### src/rtl/boot_seq_pkg.sv
`timescale 1ns/1ps
package boot_seq_pkg;
  localparam int REG_W = 16;

  localparam logic [REG_W-1:0] A_FWID   = 16'h0020;
  localparam logic [REG_W-1:0] A_CTRL   = 16'hC001;
  localparam logic [REG_W-1:0] A_SYSCTL = 16'h0000;

  localparam int B_STALL = 0;
  localparam int B_OVR   = 6;
  localparam int B_URST  = 15;
  localparam int B_SRST  = 15;
  localparam int B_LPWR  = 11;

  localparam logic [REG_W-1:0] V_STALL   = (16'h1 << B_STALL) | (16'h1 << B_OVR);
  localparam logic [REG_W-1:0] V_RESET   = V_STALL | (16'h1 << B_URST);
  localparam logic [REG_W-1:0] V_RELEASE = 16'h1 << B_OVR;
  localparam logic [REG_W-1:0] M_SYSCLR  = (16'h1 << B_SRST) | (16'h1 << B_LPWR);

  typedef enum logic [3:0] {
    S_IDLE, S_ID, S_STALL, S_LD_D, S_LD_I,
    S_SC_RD, S_SC_WR, S_RST, S_HOLD, S_REL
  } seq_state_t;
endpackage

### src/rtl/boot_hold_timer.sv
`timescale 1ns/1ps
module boot_hold_timer #(
  parameter int HOLD_CYCLES = 20000
) (
  input  logic clk,
  input  logic rst,
  input  logic arm,
  output logic expired
);
  localparam int HC = (HOLD_CYCLES < 1) ? 1 : HOLD_CYCLES;
  localparam int CW = $clog2(HC + 1);
  localparam logic [CW-1:0] LOAD_V = CW'(HC - 1);

  logic [CW-1:0] cnt;
  logic          active;

  always_ff @(posedge clk) begin
    if (rst) begin
      cnt    <= '0;
      active <= 1'b0;
    end else if (arm) begin
      cnt    <= LOAD_V;
      active <= 1'b1;
    end else if (active) begin
      if (cnt == '0) active <= 1'b0;
      else           cnt    <= cnt - 1'b1;
    end
  end

  assign expired = active && (cnt == '0);

  // the count walks down one per cycle while armed
  p_count_down_r9: assert property (@(posedge clk) disable iff (rst)
    (active && cnt != '0 && !arm) |=> (active && cnt == $past(cnt) - 1'b1));
endmodule

### src/rtl/boot_load_port.sv
`timescale 1ns/1ps
module boot_load_port #(
  parameter int          LOAD_AW   = 32,
  parameter logic [31:0] DMEM_BASE = 32'h3FFE_0000,
  parameter logic [31:0] IMEM_BASE = 32'h4000_0000
) (
  input  logic               clk,
  input  logic               rst,
  input  logic               go,
  input  logic               go_sel,
  input  logic               ld_done,
  input  logic               ld_err,
  output logic               ld_req,
  output logic               ld_sel,
  output logic [LOAD_AW-1:0] ld_base,
  output logic               fin_ok,
  output logic               fin_bad
);
  always_ff @(posedge clk) begin
    if (rst) begin
      ld_req  <= 1'b0;
      ld_sel  <= 1'b0;
      ld_base <= '0;
    end else if (go) begin
      ld_req  <= 1'b1;
      ld_sel  <= go_sel;
      ld_base <= go_sel ? LOAD_AW'(IMEM_BASE) : LOAD_AW'(DMEM_BASE);
    end else if (ld_req && ld_done) begin
      ld_req <= 1'b0;
    end
  end

  assign fin_ok  = ld_req && ld_done && !ld_err;
  assign fin_bad = ld_req && ld_done && ld_err;

  // a pending fill request keeps its target steady
  p_ld_stable_r12: assert property (@(posedge clk) disable iff (rst)
    (ld_req && !ld_done) |=> (ld_req && $stable(ld_sel) && $stable(ld_base)));
endmodule

### src/rtl/boot_release_seq.sv
`timescale 1ns/1ps
module boot_release_seq
  import boot_seq_pkg::*;
#(
  parameter int          CLK_MHZ   = 200,
  parameter int          HOLD_US   = 100,
  parameter int          LOAD_AW   = 32,
  parameter logic [31:0] DMEM_BASE = 32'h3FFE_0000,
  parameter logic [31:0] IMEM_BASE = 32'h4000_0000
) (
  input  logic               clk,
  input  logic               rst,
  input  logic               start,
  output logic               reg_req,
  output logic               reg_we,
  output logic [15:0]        reg_addr,
  output logic [15:0]        reg_wdata,
  input  logic               reg_ack,
  input  logic [15:0]        reg_rdata,
  output logic               ld_req,
  output logic               ld_sel,
  output logic [LOAD_AW-1:0] ld_base,
  input  logic               ld_done,
  input  logic               ld_err,
  output logic               done,
  output logic               err
);
  localparam int HOLD_CYCLES = CLK_MHZ * HOLD_US;

  seq_state_t       state;
  logic [REG_W-1:0] sc_q;

  logic             acc_en, acc_we;
  logic [REG_W-1:0] acc_addr, acc_data;
  logic             acc_fin;
  logic             ld_go, ld_go_sel, fin_ok, fin_bad;
  logic             tmr_arm, tmr_expired;

  // access each register state wants to issue
  always_comb begin
    acc_en   = 1'b1;
    acc_we   = 1'b1;
    acc_addr = A_CTRL;
    acc_data = '0;
    unique case (state)
      S_ID:    begin acc_we = 1'b0; acc_addr = A_FWID; end
      S_STALL: acc_data = V_STALL;
      S_SC_RD: begin acc_we = 1'b0; acc_addr = A_SYSCTL; end
      S_SC_WR: begin acc_addr = A_SYSCTL; acc_data = sc_q & ~M_SYSCLR; end
      S_RST:   acc_data = V_RESET;
      S_REL:   acc_data = V_RELEASE;
      default: acc_en = 1'b0;
    endcase
  end

  assign acc_fin   = acc_en && reg_req && reg_ack;
  assign ld_go     = (state == S_LD_D || state == S_LD_I) && !ld_req;
  assign ld_go_sel = (state == S_LD_I);
  assign tmr_arm   = (state == S_RST) && acc_fin;

  boot_load_port #(
    .LOAD_AW(LOAD_AW), .DMEM_BASE(DMEM_BASE), .IMEM_BASE(IMEM_BASE)
  ) u_load (
    .clk(clk), .rst(rst), .go(ld_go), .go_sel(ld_go_sel),
    .ld_done(ld_done), .ld_err(ld_err),
    .ld_req(ld_req), .ld_sel(ld_sel), .ld_base(ld_base),
    .fin_ok(fin_ok), .fin_bad(fin_bad)
  );

  boot_hold_timer #(.HOLD_CYCLES(HOLD_CYCLES)) u_hold (
    .clk(clk), .rst(rst), .arm(tmr_arm), .expired(tmr_expired)
  );

  always_ff @(posedge clk) begin
    if (rst) begin
      state     <= S_IDLE;
      reg_req   <= 1'b0;
      reg_we    <= 1'b0;
      reg_addr  <= '0;
      reg_wdata <= '0;
      sc_q      <= '0;
      done      <= 1'b0;
      err       <= 1'b0;
    end else begin
      done <= 1'b0;
      err  <= 1'b0;
      if (acc_en && !reg_req) begin
        reg_req   <= 1'b1;
        reg_we    <= acc_we;
        reg_addr  <= acc_addr;
        reg_wdata <= acc_data;
      end else if (acc_fin) begin
        reg_req <= 1'b0;
      end
      unique case (state)
        S_IDLE:  if (start) state <= S_ID;
        S_ID:    if (acc_fin) begin
                   if (reg_rdata != '0) begin
                     done  <= 1'b1;
                     state <= S_IDLE;
                   end else begin
                     state <= S_STALL;
                   end
                 end
        S_STALL: if (acc_fin) state <= S_LD_D;
        S_LD_D, S_LD_I: begin
                 if (fin_bad) begin
                   err   <= 1'b1;
                   state <= S_IDLE;
                 end else if (fin_ok) begin
                   state <= (state == S_LD_D) ? S_LD_I : S_SC_RD;
                 end
               end
        S_SC_RD: if (acc_fin) begin
                   sc_q  <= reg_rdata;
                   state <= S_SC_WR;
                 end
        S_SC_WR: if (acc_fin) state <= S_RST;
        S_RST:   if (acc_fin) state <= S_HOLD;
        S_HOLD:  if (tmr_expired) state <= S_REL;
        S_REL:   if (acc_fin) begin
                   done  <= 1'b1;
                   state <= S_IDLE;
                 end
        default: state <= S_IDLE;
      endcase
    end
  end

  // a pending register access holds its fields
  p_req_stable_r12: assert property (@(posedge clk) disable iff (rst)
    (reg_req && !reg_ack) |=> (reg_req && $stable(reg_we) && $stable(reg_addr) && $stable(reg_wdata)));
  // never both handshakes at once
  p_no_overlap_r5: assert property (@(posedge clk) disable iff (rst)
    !(reg_req && ld_req));
  // done is a single-cycle pulse
  p_done_pulse_r10: assert property (@(posedge clk) disable iff (rst)
    done |=> !done);
  // err is a single-cycle pulse and never with done
  p_err_pulse_r6: assert property (@(posedge clk) disable iff (rst)
    err |=> (!err && !done));
  // hold state is left only once the timer has run out
  p_hold_wait_r9: assert property (@(posedge clk) disable iff (rst)
    (state == S_HOLD && !tmr_expired) |=> (state == S_HOLD));
  // start has no effect while a sequence is running
  p_start_ignored_r11: assert property (@(posedge clk) disable iff (rst)
    (state == S_HOLD && start && !tmr_expired) |=> (state == S_HOLD));
endmodule

### config.mk
export PLATFORM = sky130hd
export DESIGN_NAME = boot_release_seq
export DESIGN_NICKNAME = d
export VERILOG_FILES = /design/src/rtl/boot_seq_pkg.sv /design/src/rtl/boot_hold_timer.sv /design/src/rtl/boot_load_port.sv /design/src/rtl/boot_release_seq.sv
export SDC_FILE = /design/constraint.sdc
export NUM_CORES = 1
export LEC_CHECK = 0
export ABC_CLOCK_PERIOD_IN_PS = 4900
export CAP_MARGIN = 20
export CORE_ASPECT_RATIO = 0.8
export CORE_UTILIZATION = 35
export DETAILED_ROUTE_END_ITERATION = 10
export GPL_ROUTABILITY_DRIVEN = 0
export GPL_TIMING_DRIVEN = 0
export PLACE_DENSITY = 0.61
export SLEW_MARGIN = 20
export SYNTH_ARGS = -nofsm -noshare
export SYNTH_HDL_FRONTEND = slang
export SYNTH_HIERARCHICAL = 1
export SYNTH_SLANG_ARGS = --single-unit
### constraint.sdc
create_clock -name clk -period 4.9 [get_ports clk]
set_clock_uncertainty 0.1 [all_clocks]
set_input_delay 1.225 -clock clk [delete_from_list [all_inputs] [get_ports clk]]
set_output_delay 1.225 -clock clk [all_outputs]
set_load 0.005 [all_outputs]
### Word level (Yosys, flattened, before mapping)

Cells that the tools add are included.

* add/subtract/negate cells: 1
* equal/unequal tests: 19
* multiplexer cells: 33
* bitwise logic cells: 2
* reductions and logical operators: 29

Operators with widths (count)
* 16-bit one-hot mux with 4 select lines: 1
* 15-bit 2-to-1 mux: 3
* 4-bit 2-to-1 mux: 10
* 4-bit one-hot mux with 9 select lines: 1
* 16-bit one-hot mux with 2 select lines: 1
* 31-bit 2-to-1 mux: 1
* 2-bit != test (second input constant): 9
* 4-bit by 3-bit equality test with 1-bit output (second input constant): 4
* 16-bit nonzero test: 1
* 15-bit logical NOT: 1
* 15-bit by 1-bit subtractor with 15-bit output (second input constant): 1
* 1-bit 2-to-1 mux: 14
* 2-bit OR reduction: 5
* 1-bit logical AND: 9
* 9-bit AND reduction: 1
* 4-bit by 2-bit equality test with 1-bit output (second input constant): 2
* 4-bit equality test (second input constant): 2
* 2-bit AND reduction: 3
* 2-bit nonzero test: 3
* 6-bit OR reduction: 1
* 4-bit by 1-bit equality test with 1-bit output (second input constant): 1
* 4-bit logical NOT: 1
* 1-bit logical NOT: 3
* 3-bit != test (second input constant): 1
* other kinds (4): 5

* flip-flop bits (word level): 105
* input port bits: 22
* output and inout bits: 70
* logic and storage cells: 98

### Longest topological paths before layout

* depth after elaboration: 8
* mapped depth: 9
* gate-level depth less buffers: 9

### By module

The synthesis kept the hierarchy.

By module, submodules not included
* boot_release_seq: times used 1, cells each 216, area each 1943.1 µm², seq. area each 780.7 µm²
* boot_hold_timer: times used 1, cells each 104, area each 849.6 µm², seq. area each 320.3 µm²
* boot_load_port: times used 1, cells each 46, area each 356.6 µm², seq. area each 60.1 µm²

### Worst setup path before layout

Ideal clock, no wire load.

* path type: input -> register
* start point: input reg_ack
* end point: register u_hold.cnt[0]
* setup time: 0.092 ns
* data arrival time: 2.549 ns
* data required time: 4.708 ns
* setup slack: 2.159 ns
* stages on the path: 7
* buffers on the path: 1
* cell sequence: and2_1 -> nand2_1 -> nor4_1 -> clkbuf_1 -> inv_1 -> and4_1 -> nor4_1

* longest elaborated chain between the ends: 4
* elaborated cells on any way between the ends: 6
* classes of those cells: eq/ne (1); mux (1); reduce/logical (4)

Ends and longest elaborated chain
* from (decl): line boot_release_seq.sv:18 `input logic reg_ack,`
* 1-bit logical AND *: line boot_release_seq.sv:56 `assign acc_fin = acc_en && reg_req && reg_ack;`
* 1-bit logical AND *: line boot_release_seq.sv:59 `assign tmr_arm = (state == S_RST) && acc_fin;`
* net tmr_arm: line boot_release_seq.sv:37 `logic tmr_arm, tmr_expired;`
* 2-bit != test (no source line) / 2-bit nonzero test (equally long branches)
* 2-bit AND reduction (no source line)
* to (signal assigned): line boot_hold_timer.sv:26 `else cnt <= cnt - 1'b1;`
* to (decl): line boot_hold_timer.sv:14 `logic [CW-1:0] cnt;`

Mark *: on every way through the listed nets, which the timed path passes. The rest lies on a longest branch.
A chain may end at the register's enable or synchronous reset.

### Worst setup path in the final report

Ends and elaborated chain as after synthesis.

==> impl_metrics.sql <==
INSERT INTO impl_metrics (metric_group, metric, value, unit) VALUES
('global_route', 'maximum_number_of_pins_on_one_net_before_global_route_repair', '15', ''),
('setup_path', 'arrival', '3.46', 'ns'),
('finish', 'antenna_cells_inserted', '0', ''),
('pwr', 'finalPower', '1.169', 'mW'),
('pwr', 'total_leakage_power', '1.593', 'nW'),
('pwr', 'comb_power_share', '0.241', ''),
('finish', 'mostFrequentLayoutCells', 'clkdlybuf4s50_1 (60), dfxtp_1 (58), buf_4 (51)', ''),
('synth', 'synthArstFlopShare', '0', ''),
('finish', 'final-seq-area', '1161', 'um^2'),
('global_route', 'grt_pass1_vias', '2406', ''),
('finish', 'fillCellCount', '857', ''),
('timing', 'tightest_slew', '0.5435', 'ns'),
('finish', 'multi_input_area', '1589', 'um^2'),
('clock_network', 'cts.reportedPaths.clkPinSlew', '0.07', 'ns'),
('global_route', 'total_congestion_overflow', '0', ''),
('synth', 'post_synth_num_cell_types', '64', ''),
('synth', 'yosysWarningCount', '6', ''),
('drt', 'detail_route.wirelength', '7616', 'um'),
('run', 'max-cap-violations', '0', ''),
('clock_network', 'numCtsBuffers', '9', ''),
('drt', 'wl_per_cell', '13.06', 'um'),
('setup_path', 'cp-start-kind', 'input port', ''),
('drt', 'num_vias', '2832', ''),
('clock_network', 'ctsHtreeMaxLevel', '3', ''),
('floorplan', 'core_region_area', '8596', 'um^2'),
('synth', 'synth-seq-area-share', '0.3687', ''),
('placement', 'place.detailed.hpwl', '5715', 'um'),
('synth', 'synth-main-ff-cell', 'dfxtp_1', ''),
('global_route', 'grt_first_pass_wirelength', '12210', 'um'),
('global_route', 'antenna_found_initial', '0', ''),
('timing', 'fmax', '301.6', 'MHz'),
('setup_path', 'worst_setup_path_end_kind', 'register', ''),
('finish', 'syn_to_final_growth', '32.42', '%'),
('pwr', 'switching_share_of_power', '0.3010', ''),
('drt', 'route.detailed.vias_per_inst', '4.858', ''),
('global_route', 'gr-usage-met3', '0.04211', ''),
('floorplan', 'die-area', '9384', 'um^2'),
('synth', 'synthesis.instances', '366', ''),
('finish', 'post_route_cells_drive_above_1_share', '0.1932', ''),
('setup_path', 'worstPathCellList', 'clkdlybuf4s50_1 -> and2_1 -> nand2_1 -> nor4_1 -> clkbuf_1 -> inv_1 -> and4_1 -> nor4_1', ''),
('synth', 'syn_area_per_cell', '8.605', 'um^2'),
('pwr', 'sequentialPowerShare', '0.430', ''),
('drt', 'detail-route-antenna-nets', '0', ''),
('floorplan', 'number_of_i_o_pins', '92', ''),
('finish', 'utilization', '0.4852', ''),
('setup_path', 'worst-setup-path-type', 'in2reg', ''),
('timing', 'setup_viol', '0', ''),
('clock_network', 'clock_sinks', '58', ''),
('pwr', 'power.density_cell_area', '280.3', 'nW/um^2'),
('floorplan', 'die-height', '86.84', 'um'),
('clock_network', 'ctsLongestPathBuffers', '2', ''),
('setup_path', 'cp_max_fo', '8', ''),
('floorplan', 'die_width', '108.1', 'um'),
('timing', 'max_slew_margin', '0.6325', ''),
('clock_network', 'hold_buffers', '0', ''),
('timing', 'hold_viol_final', '0', ''),
('worst_hold_path', 'min_path_type', 'reg2reg', ''),
('drt', 'drt_pass1_iterations', '5', ''),
('timing', 'rsz_0062_raised_after_global_routing', 'false', ''),
('floorplan', 'std_cell_rows', '30', ''),
('pwr', 'worst_ir_drop_vdd', '0.1376', 'mV'),
('clock_network', 'post_cts_resized', '0', ''),
('clock_network', 'clkLatencyLatePin', '0.33', 'ns'),
('drt', 'drc', '0', ''),
('run_status', 'run_status', 'finished, final reports clean', ''),
('timing', 'totalNegativeSetupSlack', '0', 'ns'),
('setup_path', 'reg2reg_setup_slack', '2.56', 'ns'),
('global_route', 'global_route.usage.met1', '0.2555', ''),
('clock_network', 'clk_root_buffer_cell', 'clkbuf_8', ''),
('setup_path', 'cp_common_cell', 'nor4_1', ''),
('timing', 'report.final.slew_viol_count', '0', '');
==> cell type report <==
cell class | instances | area share
plain buffers | 68 | 0.1119
inverters | 11 | 0.009901
clock inverters | 5 | 0.007201
multi-input cells | 258 | 0.3810
repair buffers | 60 | 0.1440
well taps | 112 | 0.03360
flip-flops and latches | 58 | 0.2784
clock buffers | 11 | 0.03390
==> routing by layer <==
metal | vias up | part of all wire
met5 | - | 0
met1 | 1274 | 0.51
met2 | 114 | 0.40
li1 | 1435 | -
met3 | 9 | 0.076
met4 | 0 | 0.015
==> flip-flops by register name, summed over array words and instances (netlist names), 2 cells and up <==
register,cells
u_load/ld_base,2
sc_q,14
u_hold/cnt,15
reg_addr,2
state,4
reg_wdata,15
==> cell families (layout without fill, tap and decap cells) <==
group                      count (synthesis)  after routing  share of synthesized area
muxes                                     22             22                    0.07667
xor gates and xnor gates                   1              1                   0.002782
AOI/OAI and AO/OA                         75             75                     0.1494
adders and majority gates                  1              1                   0.003972
DFF                                       58             58                     0.3687
other                                      2             31                   0.002385
buffers and inverters                     79            155                     0.1613
and+or+nand+nor                          128            128                     0.2348
==> synthesized netlist by cell type (all sizes together), types with 2 or more instances <==
cell	instances	share of area
nand3b	2	0.0048
o31ai	4	0.0095
nor3	7	0.011
dfxtp	58	0.37
nand2	14	0.017
o211ai	2	0.0064
nor2b	3	0.0068
o221a	2	0.0072
and2	3	0.0060
clkbuf	11	0.014
nor4	10	0.025
a31oi	5	0.0099
o21ai	22	0.035
nand4	16	0.032
nand3	6	0.0095
buf	57	0.13
or3	2	0.0044
nand2b	5	0.0099
or2	2	0.0040
inv	11	0.013
and3	3	0.0060
nor2	37	0.044
a21oi	26	0.041
mux2i	21	0.072
a211o	4	0.011
or4	4	0.012
conb	2	0.0024
nor4b	4	0.013
nor3b	4	0.011
==> power by group through the flow <==
stage / clock network [mW] / registers (mW) / logic, mW
after floorplan: 0 / 0.511 / 0.181
after global placement: 0 / 0.512 / 0.276
after detailed placement: 0 / 0.513 / 0.278
after CTS: 0.395 / 0.503 / 0.280
after global routing: 0.421 / 0.505 / 0.308
final: 0.385 / 0.502 / 0.281
==> critical path: cells and delay by family <==
kind	cells	cell delay (ns)
simple gates	5	1.22
buf+inv	3	1.02
==> per-stage QoR <==
step	setup WS (ns)	instances	hold slack, ns	instance area (um^2)
final	1.584	583	0.3759	4170
after global routing	1.349	583	0.4008	4170
after CTS	1.607	583	0.3778	4170
after detailed placement	1.268	567	0.3721	3999
after global placement	1.257	567	0.3673	3999
after floorplan	2.159	395	0.3500	3258
==> worst paths after layout <==
check / end / startpoint / cells past startpoint
max: u_hold/cnt[0] / reg_ack / 8
min: reg_wdata[1] / reg_wdata[1] / 2
max reg2reg: u_hold/cnt[0] / reg_req / 7
min reg2reg: reg_wdata[1] / reg_wdata[1] / 2
(Power assumes the default switching activity.)
